## config.mk

```make
export PLATFORM = sky130hd
export DESIGN_NAME = tmr_unit
export DESIGN_NICKNAME = d
export VERILOG_FILES = /design/src/rtl/tmr_pkg.sv /design/src/rtl/tmr_counter.sv /design/src/rtl/tmr_flags.sv /design/src/rtl/tmr_unit.sv
export SDC_FILE = /design/constraint.sdc
export NUM_CORES = 1
export LEC_CHECK = 0
export BUFFER_PORTS_ARGS = -buffer_cell sky130_fd_sc_hd__buf_2
export CAP_MARGIN = 20
export CORE_ASPECT_RATIO = 1.25
export CORE_MARGIN = 2
export CORE_UTILIZATION = 35
export DETAILED_ROUTE_END_ITERATION = 10
export GPL_TIMING_DRIVEN = 0
export MAX_ROUTING_LAYER = met4
export PLACE_DENSITY = 0.54
export REMOVE_ABC_BUFFERS = 1
export SETUP_SLACK_MARGIN = 0.05
export SLEW_MARGIN = 0
export SYNTH_ARGS = -nofsm -noshare
export SYNTH_HDL_FRONTEND = slang
export SYNTH_SLANG_ARGS = --single-unit
```

## constraint.sdc

```tcl
create_clock -name clk -period 3.8 [get_ports clk]
set_input_delay 0 -clock clk [delete_from_list [all_inputs] [get_ports clk]]
set_output_delay 0 -clock clk [all_outputs]
set_load 0.03 [all_outputs]
```

## src/rtl/tmr_pkg.sv

```systemverilog
package tmr_pkg;

    typedef enum logic [1:0] {
        CNT_OFF   = 2'd0,
        CNT_RUN   = 2'd1,
        CNT_SPENT = 2'd2
    } cnt_state_e;

    // word offset of the count register of counter idx
    function automatic int unsigned val_offset(int unsigned idx);
        return 1 + 2 * idx;
    endfunction

    // word offset of the reload register of counter idx
    function automatic int unsigned rld_offset(int unsigned idx);
        return 2 + 2 * idx;
    endfunction

endpackage

```

## src/rtl/tmr_counter.sv

```systemverilog
module tmr_counter
    import tmr_pkg::*;
#(
    parameter int DW = 32
) (
    input  logic          clk,
    input  logic          rst_n,
    input  logic          en,
    input  logic          reload_en,
    input  logic          val_wr,
    input  logic          rld_wr,
    input  logic [DW-1:0] wdata,
    output logic [DW-1:0] cnt_o,
    output logic [DW-1:0] rld_o,
    output logic          expire_o,
    output logic          active_o
);

    cnt_state_e    state_q, state_d;
    logic [DW-1:0] cnt_q;
    logic [DW-1:0] rld_q;
    logic          active;
    logic          expire;

    // state register
    always_ff @(posedge clk or negedge rst_n) begin
        if (!rst_n) state_q <= CNT_OFF;
        else        state_q <= state_d;
    end

    // outputs of the state machine
    always_comb begin
        active = en && (state_q != CNT_SPENT);
        expire = active && !val_wr && (cnt_q == '0);
    end

    // next state
    always_comb begin
        state_d = state_q;
        unique case (state_q)
            CNT_OFF: begin
                if (en) state_d = (expire && !reload_en) ? CNT_SPENT : CNT_RUN;
            end
            CNT_RUN: begin
                if (!en)                       state_d = CNT_OFF;
                else if (expire && !reload_en) state_d = CNT_SPENT;
            end
            CNT_SPENT: begin
                if (!en)         state_d = CNT_OFF;
                else if (val_wr) state_d = CNT_RUN;
            end
            default: state_d = CNT_OFF;
        endcase
    end

    // count datapath
    always_ff @(posedge clk or negedge rst_n) begin
        if (!rst_n) begin
            cnt_q <= '0;
        end else if (val_wr) begin
            cnt_q <= wdata;
        end else if (expire) begin
            if (reload_en) cnt_q <= rld_q;
        end else if (active) begin
            cnt_q <= cnt_q - 1'b1;
        end
    end

    always_ff @(posedge clk or negedge rst_n) begin
        if (!rst_n)      rld_q <= '0;
        else if (rld_wr) rld_q <= wdata;
    end

    assign cnt_o    = cnt_q;
    assign rld_o    = rld_q;
    assign expire_o = expire;
    assign active_o = active;

endmodule

```

## src/rtl/tmr_flags.sv

```systemverilog
module tmr_flags #(
    parameter int NT = 3
) (
    input  logic          clk,
    input  logic          rst_n,
    input  logic [NT-1:0] exp_vec,
    input  logic          cause_wr,
    input  logic          mask_wr,
    input  logic [NT-1:0] wbits,
    output logic [NT-1:0] cause_o,
    output logic [NT-1:0] mask_o,
    output logic          irq_o
);

    logic [NT-1:0] cause_q;
    logic [NT-1:0] mask_q;

    generate
        for (genvar i = 0; i < NT; i++) begin : g_flag
            always_ff @(posedge clk or negedge rst_n) begin
                if (!rst_n)                    cause_q[i] <= 1'b0;
                else if (exp_vec[i])           cause_q[i] <= 1'b1;
                else if (cause_wr && !wbits[i]) cause_q[i] <= 1'b0;
            end
        end
    endgenerate

    always_ff @(posedge clk or negedge rst_n) begin
        if (!rst_n)       mask_q <= '0;
        else if (mask_wr) mask_q <= wbits;
    end

    assign cause_o = cause_q;
    assign mask_o  = mask_q;
    assign irq_o   = |(cause_q & mask_q);

endmodule

```

## src/rtl/tmr_unit.sv

```systemverilog
module tmr_unit
    import tmr_pkg::*;
#(
    parameter int DATA_W = 32,
    parameter int NUM_GP = 2,
    parameter int ADDR_W = 4
) (
    input  logic              clk,
    input  logic              rst_n,
    input  logic              wr_en,
    input  logic [ADDR_W-1:0] addr,
    input  logic [DATA_W-1:0] wdata,
    output logic [DATA_W-1:0] rdata,
    output logic              irq_o
);

    localparam int NUM_TMR    = NUM_GP + 1;
    localparam int CTRL_W     = 2 * NUM_TMR;
    localparam int CAUSE_ADDR = 1 + 2 * NUM_TMR;
    localparam int MASK_ADDR  = CAUSE_ADDR + 1;

    logic [CTRL_W-1:0]                ctrl_q;
    logic [NUM_TMR-1:0][DATA_W-1:0]   cnt_arr;
    logic [NUM_TMR-1:0][DATA_W-1:0]   rld_arr;
    logic [NUM_TMR-1:0]               exp_vec;
    logic [NUM_TMR-1:0]               act_vec;
    logic [NUM_TMR-1:0]               val_wr;
    logic [NUM_TMR-1:0]               rld_wr;
    logic [NUM_TMR-1:0]               cause_q;
    logic [NUM_TMR-1:0]               mask_q;
    logic                             ctrl_wr;
    logic                             cause_wr;
    logic                             mask_wr;

    assign ctrl_wr  = wr_en && (addr == '0);
    assign cause_wr = wr_en && (addr == ADDR_W'(CAUSE_ADDR));
    assign mask_wr  = wr_en && (addr == ADDR_W'(MASK_ADDR));

    always_ff @(posedge clk or negedge rst_n) begin
        if (!rst_n)       ctrl_q <= '0;
        else if (ctrl_wr) ctrl_q <= wdata[CTRL_W-1:0];
    end

    generate
        for (genvar i = 0; i < NUM_TMR; i++) begin : g_tmr
            assign val_wr[i] = wr_en && (addr == ADDR_W'(val_offset(i)));
            assign rld_wr[i] = wr_en && (addr == ADDR_W'(rld_offset(i)));

            tmr_counter #(.DW(DATA_W)) u_cnt (
                .clk       (clk),
                .rst_n     (rst_n),
                .en        (ctrl_q[2*i]),
                .reload_en (ctrl_q[2*i+1]),
                .val_wr    (val_wr[i]),
                .rld_wr    (rld_wr[i]),
                .wdata     (wdata),
                .cnt_o     (cnt_arr[i]),
                .rld_o     (rld_arr[i]),
                .expire_o  (exp_vec[i]),
                .active_o  (act_vec[i])
            );
        end
    endgenerate

    tmr_flags #(.NT(NUM_TMR)) u_flags (
        .clk      (clk),
        .rst_n    (rst_n),
        .exp_vec  (exp_vec),
        .cause_wr (cause_wr),
        .mask_wr  (mask_wr),
        .wbits    (wdata[NUM_TMR:1]),
        .cause_o  (cause_q),
        .mask_o   (mask_q),
        .irq_o    (irq_o)
    );

    // register readback
    always_comb begin
        rdata = '0;
        if (addr == '0) rdata = DATA_W'(ctrl_q);
        if (addr == ADDR_W'(CAUSE_ADDR)) rdata = DATA_W'({cause_q, 1'b0});
        if (addr == ADDR_W'(MASK_ADDR))  rdata = DATA_W'({mask_q, 1'b0});
        for (int i = 0; i < NUM_TMR; i++) begin
            if (addr == ADDR_W'(val_offset(i))) rdata = cnt_arr[i];
            if (addr == ADDR_W'(rld_offset(i))) rdata = rld_arr[i];
        end
    end

endmodule

```

# Word level (Yosys, flattened, before mapping)
# Cells that the tools add are included.
# totals
wordCells	148
input_bits	39
output_inout_bits	33
reg_bits	210
# classes
n_eq_ne	29
bitwise	1
n_reduce_logical	53
n_mux	48
n_addsub	3
# op_table
cell	n
2-to-1 mux 32 bit	20
logical NOT 32 bit	3
subtractor 32 x 1 -> 32 bit (second input constant)	3
2-to-1 mux 2 bit	18
!= test 3 x 2 -> 1 bit (second input constant)	9
logical AND 1 bit	24
one-hot mux 2 bit (3 select lines)	3
== test 4 x 3 -> 1 bit (second input constant)	4
!= test 2 bit (second input constant)	6
logical NOT 1 bit	9
AND reduction 3 bit	3
nonzero test 3 bit	3
== test 4 x 2 -> 1 bit (second input constant)	2
== test 2 x 1 -> 1 bit (second input constant)	3
== test 2 bit (second input constant)	3
logical NOT 2 bit	3
2-to-1 mux 1 bit	6
2-to-1 mux 6 bit	1
AND reduction 2 bit	3
nonzero test 2 bit	3
== test 4 x 1 -> 1 bit (second input constant)	1
== test 4 bit (second input constant)	1
logical NOT 4 bit	1
bitwise AND 3 bit	1
OR reduction 3 bit	1

# Logic depth before layout (Yosys ltp)
# Gate-level depths: netlist (run 1).
# depth
depth_word	10
depth_mapped	11
ltp_nobuf	9

# Hierarchy
# From an unflattened synthesis (run 1), not the netlist that was laid out.
# hier_totals
hier_cells	1442
hier_area_um2	13504.2
# by_module_without_submodules
module	area_per_inst_um2	cells_each	seq_area_each_um2	instances
tmr_counter at g_tmr[1].u_cnt ...	3786.1	393	1651.6	2
tmr_counter at g_tmr[0].u_cnt	3679.8	396	1651.6	1
tmr_unit	2011.9	243	150.1	1
tmr_flags	240.2	17	150.1	1

# Least setup slack after synthesis (run 1)
# No wires, ideal clock.
# synth_timing
path_type	register to register
startpoint	register g_tmr[2].u_cnt.cnt_q[25]
endpoint	register g_tmr[2].u_cnt.cnt_q[28]
path_slack_ps	863
synth_period_minus_slack_ps	2937
path_stages_with_launch	11
arrival_ps	2811
required_ps	3674
setup_ps	126
path_buffers	4
cell_sequence	dfrtp_1 > buf_6 > or4_1 > buf_2 > or4_1 > or4_1 > buf_2 > o2bb2ai_2 > buf_4 > nor3_1 > a221o_1
# synth_between
elab_chain_cells	4
elab_cells_between_ends	9
cone_classes	add/sub: 1; eq/ne: 1; mux: 3; reduce/logical: 4
# synth_lines
item	line	rtl
start: declaration	tmr_counter.sv:20	logic [DW-1:0] cnt_q;
start signal: assignment	tmr_counter.sv:61	cnt_q <= wdata;
start signal: assignment	tmr_counter.sv:63	if (reload_en) cnt_q <= rld_q;
start signal: assignment	tmr_counter.sv:65	cnt_q <= cnt_q - 1'b1;
subtractor 32 x 1 -> 32 bit / logical NOT 32 bit (equally long branches)	tmr_counter.sv:65, tmr_counter.sv:34	
2-to-1 mux 32 bit / logical AND 1 bit (equally long branches)	tmr_counter.sv:64, tmr_counter.sv:34	
2-to-1 mux 32 bit, or another cell as far along	tmr_counter.sv:62	end else if (expire) begin
2-to-1 mux 32 bit / AND reduction 2 bit (equally long branches)	-	
# Several ways; a longest one is shown, not always the timed one. The select of a mux whose other input is x is not followed.
# A chain may end at the register's enable or synchronous reset.

# Final worst setup path (run 1)
# layout_timing
startpoint	register g_tmr[1].u_cnt.cnt_q[11]
endpoint	register g_tmr[1].u_cnt.cnt_q[1]
# layout_between
elab_chain_cells	4
elab_cells_between_ends	7
cone_classes	eq/ne: 1; mux: 2; reduce/logical: 4
# layout_lines
item	line	rtl
start: declaration	tmr_counter.sv:20	
start signal: assignment	tmr_counter.sv:61	
start signal: assignment	tmr_counter.sv:63	
start signal: assignment	tmr_counter.sv:65	
logical NOT 32 bit (*)	tmr_counter.sv:34	expire = active && !val_wr && (cnt_q == '0);
logical AND 1 bit (*)	tmr_counter.sv:34	
!= test 3 x 2 -> 1 bit (no line), or another cell as far along	-	
AND reduction 2 bit (no line) / 2-to-1 mux 32 bit (equally long branches)	-	
# Every way passes the cells marked *; elsewhere a longest branch is shown, timed or not.

==> flow_metrics.tcl, run 1 <==
set metrics [dict create \
    fin_nets 1509 \
    synthCells 1403 \
    seq_area_um2 5260 \
    fin_cells 1958 \
    cts.path.max_buffers 3 \
    wire_per_inst_um 23.9 \
    root_buffer "clkbuf_16" \
    hold_viol 0 \
    period_share_pct 96.6 \
    multi_input_area_um2 6940 \
    grtUsageTotal_pct 25.2 \
    via_per_inst 6.12 \
    num_vias 12000 \
    slew_violations 0 \
    clk_latency_ns 0.55 \
    grt_pass1_wl_mm 71.5 \
    grt_overflow 0 \
    whs_ns 0.107 \
    startpoint_type "register" \
    crit_type "register to register" \
    route.detailed.drc 0 \
    period_needed_ns 3.67 \
    coreArea_um2 35300 \
    cap_viol_max_count 0 \
    cp_data_arrival_time_ns 4.07 \
    synth_cell_type_count 69 \
    peakVddDrop_v 0.000298 \
    die_area_um2 37200 \
    first_iter_violations 1136 \
    setup_viol 0 \
    gp_congestion 0.888 \
    power_density_nw_per_um2 569 \
    fp.dieH_um 215 \
    clkTransAtPathRegs_ns 0.06 \
    cts_buffers 24 \
    synth_top_area_share_pct 42.0 \
    synth-edff-count 0 \
    ant_nets 0 \
    crit_required_ns 4.20 \
    worst_pin_slew_ns 1.03 \
    r2r_setup_slack_ns 0.13 \
    max_slew_margin_pct 31.3 \
    end_kind "register" \
    first_global_vias 11700 \
    avgSynthCellArea_um2 8.91 \
    num_rows 77 \
    start_util_pct 35.4 \
    max_freq_ghz 0.272 \
    numPortBuffers 71 \
    ys_seq_area_share_pct 42.0 \
    setup_ws_ns 0.128 \
    fp.dieW_um 173 \
    grt_max_degree 113 \
    clock_sinks 210 \
    syn-cell-area_um2 12500 \
    area_growth_pct 20.3 \
    netlist_top_cells_count "dfrtp_1 (210), nor2_1 (142), nand2_1 (125), a21oi_1 (121), mux2_2 (105)" \
    cts_tree "yes" \
    post-place-ws_ns -1.16 \
    synth_top_cell_by_area "dfrtp_1" \
    async_reset_ff_share_pct 100 \
    design_area_um2 15000 \
    drt_pass1_iterations 9 \
    synth_ff_type "dfrtp_1" \
    fillers 3523 \
    ys_warn_count 0 \
    skew_ns 0.0306 \
    rsz0062_at_grt "yes" \
    dpl.hpwl_mm 32.2 \
    pin_count 72 \
    placed_cell_area_um2 13600 \
    drive_gt1_share_pct 20.0 \
    hold_class "primary input to async pin" \
    synthTopCellsByArea "dfrtp_1 (42%), mux2_2 (9.5%), a21oi_1 (4.8%)" \
    htreeDepth 1 \
    power_leakage_uw 0.00610 \
    ys_ff_latch 210 \
    wl_mm 46.7 \
    status "finished, final reports clean" \
    synth.most_common_cell "dfrtp_1" \
    antenna_found_initial 1 \
    dp.cells 1870 \
    crit_fanout 31 \
]
-- stage by stage --
stage / setup TNS (ns) / power [uW] / util [%]
5_1_grt: 0 / 9010 / 42.7
2_1_floorplan: -58.21 / 4920 / -
3_5_place_dp: -58.43 / 5870 / 38.6
6_report: 0 / 8550 / 42.7
3_3_place_gp: -850.25 / 5720 / 36.9
4_1_cts: 0 / 8520 / 42.5
-- report_power, final --
part	switching (uW)	internal (uW)
Combinational	1300	1020
Clock	995	1540
Sequential	844	2860
Total	3130	5420
-- critical path, stage by stage, from the launching register on --
cell and delay (ns):
dfrtp_1 0.43, or4_1 0.71, nor4_4 0.19, buf_4 0.19, nand3_2 0.20, or3_4 0.54, buf_12 0.23, o22a_1 0.39
buf_16 0.26, nand2_2 0.22, o21ai_0 0.13
-- sequential cells by signal, indices dropped and copies added, names as in the netlist --
name                 flops
u_flags.cause_o          3
g_tmr.u_cnt.rld_o       96
ctrl_q                   6
g_tmr.u_cnt.state_q      6
g_tmr.u_cnt.cnt_o       96
u_flags.mask_o           3
-- cell type report --
class                   count  area share [%]
repair buffers            141            8.84
diodes                      1          0.0166
multi-input cells        1072            46.1
clock inverters             6           0.532
well taps                 474            3.94
inverters                  18           0.449
clock buffers              36            5.17
flip-flops and latches    210            34.9
-- kinds of logic after synthesis --
logic type	share of synthesized area, %
XOR/XNOR	1.54
multiplexers	10.4
buffers and inverters	4.14
AO/OA/AOI/OAI	23.9
flip-flops	42.0
adder cells (fa/ha/maj)	0.300
AND/OR/NAND/NOR	17.6
-- timing repair --
action,in CTS,in global routing
cloned,1,2
pin swaps,4,4
hold buffers,34,0
gates resized for setup,9,5
endpoints found under the setup margin,77,46
hold endpoints to repair,313,0
setup buffers,7,1
-- placed cells by master (no fill, tap or decap), drive strengths merged, types with 22 or more instances in the layout --
cell type and n:
nand3 40, o211ai 40, buf 107, clkbuf 36, a31oi 42, nor2 142
a21oi 123, dlygate4sd3 34, dfrtp 210, a22oi 51, nand2 125, nor4 22
mux2 105, o21ai 96, nor3 36
-- per-layer routing --
metal | global-route usage [%] | vias up | share of wire (%)
met5 | - | - | 0
met4 | 11.7 | 0 | 5.1
met3 | 2.87 | 121 | 5.2
met2 | 42.8 | 479 | 49
met1 | 30.0 | 5956 | 40
li1 | - | 5428 | -
-- path summary, 6_finish.rpt --
path                                                       from                               endpoint  cells after the start
hold reg to reg             g_tmr[1].u_cnt.rld_o[1]$_DFFE_PN0P_    g_tmr[1].u_cnt.rld_o[1]$_DFFE_PN0P_                      1
setup / recovery           g_tmr[1].u_cnt.cnt_o[11]$_DFFE_PN0P_    g_tmr[1].u_cnt.cnt_o[1]$_DFFE_PN0P_                     10
max in group asynchronous                                 rst_n   g_tmr[2].u_cnt.cnt_o[16]$_DFFE_PN0P_                      4
setup reg to reg           g_tmr[1].u_cnt.cnt_o[11]$_DFFE_PN0P_    g_tmr[1].u_cnt.cnt_o[1]$_DFFE_PN0P_                     10
hold / removal                                            rst_n  g_tmr[2].u_cnt.state_q[1]$_DFFE_PN0P_                      3
min in group clk                                        addr[3]          u_flags.mask_o[1]$_DFFE_PN0P_                      3
Power figures use the tool's default switching activity.
==> run 2, diff against run 1 <==
--- a/config.mk
+++ b/config.mk
@@ -14,7 +14,6 @@
 export GPL_TIMING_DRIVEN = 0
 export MAX_ROUTING_LAYER = met4
 export PLACE_DENSITY = 0.54
-export REMOVE_ABC_BUFFERS = 1
 export SETUP_SLACK_MARGIN = 0.05
 export SLEW_MARGIN = 0
 export SYNTH_ARGS = -nofsm -noshare
==> run 2 against run 1 <==
Against the previous run:
- critical path depth decreased by 1
- maximum frequency rose by 2.3%
- global-route usage grew 4.9 points
- critical endpoint is now g_tmr[0].u_cnt.cnt_o[19]$_DFFE_PN0P_
- critical path type unchanged
==> flow_metrics.tcl, run 2 (synthesized netlist as in run 1, its figures left out) <==
set metrics [dict create \
    status "finished, final reports clean" \
    mostFrequentLayoutCell "dfrtp_1" \
    grt_overflow 0 \
    seq_area_um2 5260 \
    wire_per_inst_um 27.1 \
    cap_viol_max_count 0 \
    slew_violations 0 \
    num_vias 12400 \
    route.detailed.drc 0 \
    final_cell_mix "dfrtp_1 (210), nor2_1 (141), nand2_1 (125)" \
    grt_pass1_wl_mm 82.1 \
    cts_tree "yes" \
    num_rows 77 \
    fin_cells 2021 \
    area_growth_pct 18.5 \
    drive_gt1_share_pct 17.1 \
    finalSetupTns_ns 0 \
    cts_buffers 25 \
    min_path_cells 3 \
    worst_pin_slew_ns 0.977 \
    htreeDepth 1 \
    r2r_setup_slack_ns 0.21 \
    fillers 3576 \
    reg2reg_depth 9 \
    r2r_end "g_tmr[0].u_cnt.cnt_o[19]$_DFFE_PN0P_" \
    worst_path_max_delay_cell "or4_1" \
    drt_pass1_iterations 5 \
    ant_nets 0 \
    fp.dieW_um 173 \
    grtUsageTotal_pct 30.2 \
    start_util_pct 35.4 \
    root_buffer "clkbuf_16" \
    first_iter_violations 1354 \
    clk_latency_ns 0.55 \
    setup_viol 0 \
    die_area_um2 37200 \
    syn_nets 1445 \
    skew_ns 0.0102 \
    hold_end "u_flags.cause_o[1]$_DFFE_PN0P_" \
    power_uw 8890 \
    grt_max_degree 97 \
    via_per_inst 6.13 \
    rsz0062_at_grt "no" \
    coreArea_um2 35300 \
    fp.dieH_um 215 \
    period_share_pct 94.5 \
    cts.path.max_buffers 3 \
    hold_viol 0 \
    crit_required_ns 4.26 \
    power_density_nw_per_um2 600 \
    multi_input_area_um2 6780 \
    pin_count 72 \
    dpl.hpwl_mm 42.0 \
    power_leakage_uw 0.00596 \
    worst_path_largest_cell_delay_ns 0.59 \
    startpoint_type "register" \
    period_needed_ns 3.59 \
    max_slew_margin_pct 34.7 \
    gp_congestion 1.01 \
    fin_nets 1571 \
    wl_mm 54.8 \
    antenna_found_initial 0 \
    end_kind "register" \
    worstReg2RegStart "g_tmr[0].u_cnt.cnt_o[5]$_DFFE_PN0P_" \
    min_from "wdata[2]" \
    first_global_vias 12100 \
    diodes 0 \
    cp_data_arrival_time_ns 4.05 \
    cp_cell_sequence "clkbuf_1 > or4_1 > clkbuf_1 > or2_1 > or4_1 > nor2_1 > o21ai_0 > a31o_2 > a21oi_1" \
    hold_class "primary input to register" \
    clock_sinks 210 \
    numPortBuffers 63 \
    peakVddDrop_v 0.000333 \
    max_freq_ghz 0.279 \
    clkTransAtPathRegs_ns 0.07 \
    dp.cells 1943 \
    crit_type "register to register" \
    whs_ns 0.0638 \
    crit_fanout 8 \
]
==> run 2: cell types whose count changed in the layout (fill, tap and decap cells not counted), moves of 4 or more <==
cell	change
buf_4	-6
buf_1	+11
buf_2	+8
nor2_1	+4
bufinv_16	+4
nand2_2	-4
buf_12	-12
buf_16	-7
nand2_1	+4
clkbuf_1	+71
clkbuf_8	-7
==> run 2: final cells by class <==
cell class,count,share of cell area [%]
inverter,18,0.456
clock buffer,32,4.67
clock inverter,13,1.53
sequential,210,35.5
multi-input combinational,1069,45.8
tap,474,4.00
timing repair buffer,100,5.02
buffer,105,3.07
==> run 2: worst max path at each step <==
| stage | slack (ns) | endpoint | start | depth (start not counted) |
|---|---|---|---|---|
| 4_1_cts | 0.06 | g_tmr[1].u_cnt.cnt_o[0]$_DFFE_PN0P_ | g_tmr[1].u_cnt.cnt_o[11]$_DFFE_PN0P_ | 9 |
| 3_3_place_gp | -1.28 | g_tmr[2].u_cnt.cnt_o[16]$_DFFE_PN0P_ | rst_n | 1 |
| 6_report | 0.21 | g_tmr[0].u_cnt.cnt_o[19]$_DFFE_PN0P_ | g_tmr[0].u_cnt.cnt_o[5]$_DFFE_PN0P_ | 9 |
| 3_5_place_dp | 0.02 | g_tmr[0].u_cnt.cnt_o[8]$_DFFE_PN0P_ | g_tmr[0].u_cnt.cnt_o[5]$_DFFE_PN0P_ | 9 |
| 2_1_floorplan | 0.86 | g_tmr[2].u_cnt.cnt_o[28]$_DFFE_PN0P_ | g_tmr[2].u_cnt.cnt_o[25]$_DFFE_PN0P_ | 10 |
| 5_1_grt | 0.05 | g_tmr[0].u_cnt.cnt_o[7]$_DFFE_PN0P_ | g_tmr[0].u_cnt.cnt_o[5]$_DFFE_PN0P_ | 10 |
==> run 2: where the power goes <==
part           total, uW  switching [uW]  internal [uW]
sequential          3800             945           2860
combinational       2340            1380            959
clock               2750            1050           1690
total               8890            3380           5510
==> run 2: layer usage <==
layer,track usage (%),wire length [um],vias up
met5,-,0,-
met4,11.4,2380,0
met3,2.44,2480,144
met2,50.6,26900,492
met1,38.0,23100,6230
li1,-,-,5528
==> run 2: what timing repair did <==
action,in CTS,in global routing
gates resized for setup,2,12
buffers inserted,0,0
hold buffers,33,0
endpoints found under the hold margin,386,0
endpoints found under the setup margin,7,52
==> run 2: critical path: cells and delay by family, from the launching register on <==
family	cells	cell delay [ns]
and+or+nand+nor	4	2.02
AOI/OAI and AO/OA	3	0.64
buffers and inverters	2	0.48
DFF	1	0.36
==> run 2: stage by stage <==
| step | utilization (%) | setup slack (ns) | cell area, um2 |
|---|---|---|---|
| 6_report | 42.0 | 0.210 | 14800 |
| 5_1_grt | 42.0 | 0.0538 | 14800 |
| 4_1_cts | 41.8 | 0.0648 | 14800 |
| 3_5_place_dp | 38.3 | 0.0152 | 13500 |
| 3_3_place_gp | 38.0 | -1.28 | 13400 |
| 2_1_floorplan | - | 0.863 | 12500 |
==> run 3, diff against run 2 <==
--- a/config.mk
+++ b/config.mk
@@ -5,15 +5,16 @@
 export SDC_FILE = /design/constraint.sdc
 export NUM_CORES = 1
 export LEC_CHECK = 0
+export ABC_AREA = 1
 export BUFFER_PORTS_ARGS = -buffer_cell sky130_fd_sc_hd__buf_2
 export CAP_MARGIN = 20
 export CORE_ASPECT_RATIO = 1.25
 export CORE_MARGIN = 2
-export CORE_UTILIZATION = 35
+export CORE_UTILIZATION = 60
 export DETAILED_ROUTE_END_ITERATION = 10
 export GPL_TIMING_DRIVEN = 0
 export MAX_ROUTING_LAYER = met4
-export PLACE_DENSITY = 0.54
+export PLACE_DENSITY = 0.81
 export SETUP_SLACK_MARGIN = 0.05
 export SLEW_MARGIN = 0
 export SYNTH_ARGS = -nofsm -noshare
==> run 3 against run 2 <==
Against the previous run:
- total power grew 10%
- clock power shrank 15%
- setup slack gained 0.38 ns
- clock skew grew 0.0014 ns
- maximum frequency grew 12%
- sequential cell count is the same
- hold slack lost 0.031 ns
- count of clock-buffer cells in the layout grew 1
- synthesized cell count grew 42%
- sequential share of layout area shrank 1.9 points
- critical endpoint is now rdata[20]
- routed wire length grew 1.3%
- critical path depth grew 2
==> flow_metrics.tcl, run 3 <==
set metrics [dict create \
    first_global_vias 14500 \
    fin_cells 2431 \
    mostFrequentLayoutCell "nand2_1" \
    numPortBuffers 70 \
    grt_max_degree 113 \
    period_share_pct 84.4 \
    final_cell_mix "nand2_1 (530), nor2_1 (264), dfrtp_1 (210)" \
    fp.dieH_um 174 \
    pin_count 72 \
    fillers 1970 \
    start_util_pct 60.5 \
    ys_ff_latch 210 \
    clock_sinks 210 \
    ys_seq_area_share_pct 38.1 \
    coreArea_um2 22800 \
    rsz0062_at_grt "no" \
    placed_cell_area_um2 14500 \
    netlist_top_cells_count "nand2_1 (530), nor2_1 (264), dfrtp_1 (210), inv_1 (191), o21ai_0 (157)" \
    drive_gt1_share_pct 11.2 \
    synthTopCellsByArea "dfrtp_1 (38%), nand2_1 (14%), nor2_1 (7.2%)" \
    synth-edff-count 0 \
    die_area_um2 24200 \
    cts.path.max_buffers 3 \
    synth_cell_type_count 44 \
    area_growth_pct 13.5 \
    max_freq_ghz 0.312 \
    cp_cell_sequence "dlygate4sd3_1 > buf_2 > inv_1 > nand2_2 > inv_2 > nand2_1 > clkinv_1 > clkbuf_1 > a221oi_1 > o2111ai_1 > buf_2" \
    num_rows 62 \
    diodes 0 \
    skew_ns 0.0117 \
    cap_viol_max_count 0 \
    async_reset_ff_share_pct 100 \
    whs_ns 0.0332 \
    grt_overflow 0 \
    clk_latency_ns 0.53 \
    crit_fanout 10 \
    first_iter_violations 1929 \
    synthCells 1996 \
    via_per_inst 6.18 \
    worst_path_max_delay_cell "a221oi_1" \
    wl_mm 55.5 \
    hold_viol 0 \
    avgSynthCellArea_um2 6.91 \
    status "finished, final reports clean" \
    grt_pass1_wl_mm 84.1 \
    power_density_nw_per_um2 626 \
    synth.most_common_cell "nand2_1" \
    synth_ff_type "dfrtp_1" \
    grtUsageTotal_pct 47.0 \
    cp_data_arrival_time_ns 3.21 \
    cts_setup_buffers 0 \
    hold_class "primary input to register" \
    finalSetupTns_ns 0 \
    design_area_um2 15700 \
    htreeDepth 1 \
    startpoint_type "primary input" \
    fp.dieW_um 140 \
    root_buffer "clkbuf_16" \
    antenna_found_initial 0 \
    worst_pin_slew_ns 0.801 \
    crit_required_ns 3.80 \
    synth_top_cell_by_area "dfrtp_1" \
    ant_nets 0 \
    dp.cells 2355 \
    setup_viol 0 \
    dpl.hpwl_mm 43.3 \
    cpMostUsedCell "buf_2" \
    end_kind "primary output" \
    peakVddDrop_v 0.000660 \
    clkTransAtPathRegs_ns 0.06 \
    drt_pass1_iterations 7 \
    synth_top_area_share_pct 38.1 \
    gp_congestion 1.05 \
    period_needed_ns 3.21 \
    fin_nets 2169 \
    num_vias 15000 \
    ys_warn_count 0 \
    cts_buffers 23 \
    worst_path_largest_cell_delay_ns 0.61 \
    max_slew_margin_pct 46.6 \
    syn_nets 2038 \
    crit_type "primary input to primary output" \
    cts_tree "yes" \
    slew_violations 0 \
    route.detailed.drc 0 \
    cts_resized 0 \
    syn-cell-area_um2 13800 \
    wire_per_inst_um 22.8 \
    power_leakage_uw 0.00748 \
]
[run 3: changes by cell type after synthesis, moves of 33 or more]
cell,before,now
nor2_1,142,264
o21ai_1,2,35
clkbuf_1,71,38
nand2_1,125,530
inv_1,18,191
a31oi_1,42,1
o21ai_0,93,157
a22oi_1,51,7
xor2_1,11,55
mux2_2,105,0
nand3_1,40,99
[run 3: worst paths after layout]
path / from / end / slack, ns / depth (start not counted)
setup / recovery: addr[2] / rdata[20] / 0.59 / 11
hold / removal: addr[3] / u_flags.mask_o[0]$_DFFE_PN0P_ / 0.03 / 5
setup reg to reg: g_tmr[0].u_cnt.cnt_o[0]$_DFFE_PN0P_ / g_tmr[0].u_cnt.cnt_o[15]$_DFFE_PN0P_ / 1.01 / 12
hold reg to reg: ctrl_q[4]$_DFFE_PN0P_ / ctrl_q[4]$_DFFE_PN0P_ / 0.49 / 2
max in group asynchronous: rst_n / g_tmr[2].u_cnt.rld_o[23]$_DFFE_PN0P_ / 2.66 / 3
min in group asynchronous: rst_n / ctrl_q[0]$_DFFE_PN0P_ / 0.11 / 2
[run 3: worst max-delay path: cells and delay by family]
kind                   cells  cell delay [ns]
AO/OA/AOI/OAI              2             0.92
buffers and inverters      7             1.85
AND/OR/NAND/NOR            2             0.43
[run 3: stage by stage]
stage	util, %	setup slack, ns	total power [uW]
5_1_grt	68.7	0.564	10300
3_5_place_dp	63.8	1.12	7310
3_3_place_gp	63.6	-0.861	7200
4_1_cts	68.7	0.776	9660
2_1_floorplan	-	1.85	6130
6_report	68.7	0.593	9810
[run 3: kinds of logic (layout without fill, tap and decap cells)]
kind of cell	Yosys count	count (layout)	synth area share (%)
AOI/OAI and AO/OA	441	441	18.6
xor gates and xnor gates	59	59	3.75
and+or+nand+nor	986	986	30.4
adders and majority gates	3	3	0.272
DFF	210	210	38.1
buffers and inverters	297	444	8.95
[run 3: cell type report]
cell class              instances  area (um2)  share of cell area (%)
well taps                     288         360                    2.30
plain buffers                  84         433                    2.76
inverters                     213         802                    5.12
repair buffers                106         738                    4.71
clock buffers                  33         673                    4.30
clock inverters                 8        93.8                   0.599
flip-flops and latches        210        5260                    33.6
multi-input cells            1489        7300                    46.6
[run 3: power by group]
part           switching, uW  total (uW)  internal [uW]
combinational           2480        3730           1260
sequential               833        3750           2920
clock                    962        2330           1360
total                   4270        9810           5540
[run 3: what timing repair did]
| action | CTS | global route |
|---|---|---|
| hold endpoints to repair | 244 | 0 |
| hold buffers | 35 | 0 |
| setup endpoints to repair | 0 | 0 |
[run 3: metal layers]
metal / routed length, um / GRT usage (%) / part of all wire (%)
met3: 5380 / 6.66 / 9.7
met1: 19300 / 54.5 / 35
met4: 5000 / 33.3 / 9.0
met2: 25900 / 75.2 / 47
met5: 0 / - / 0
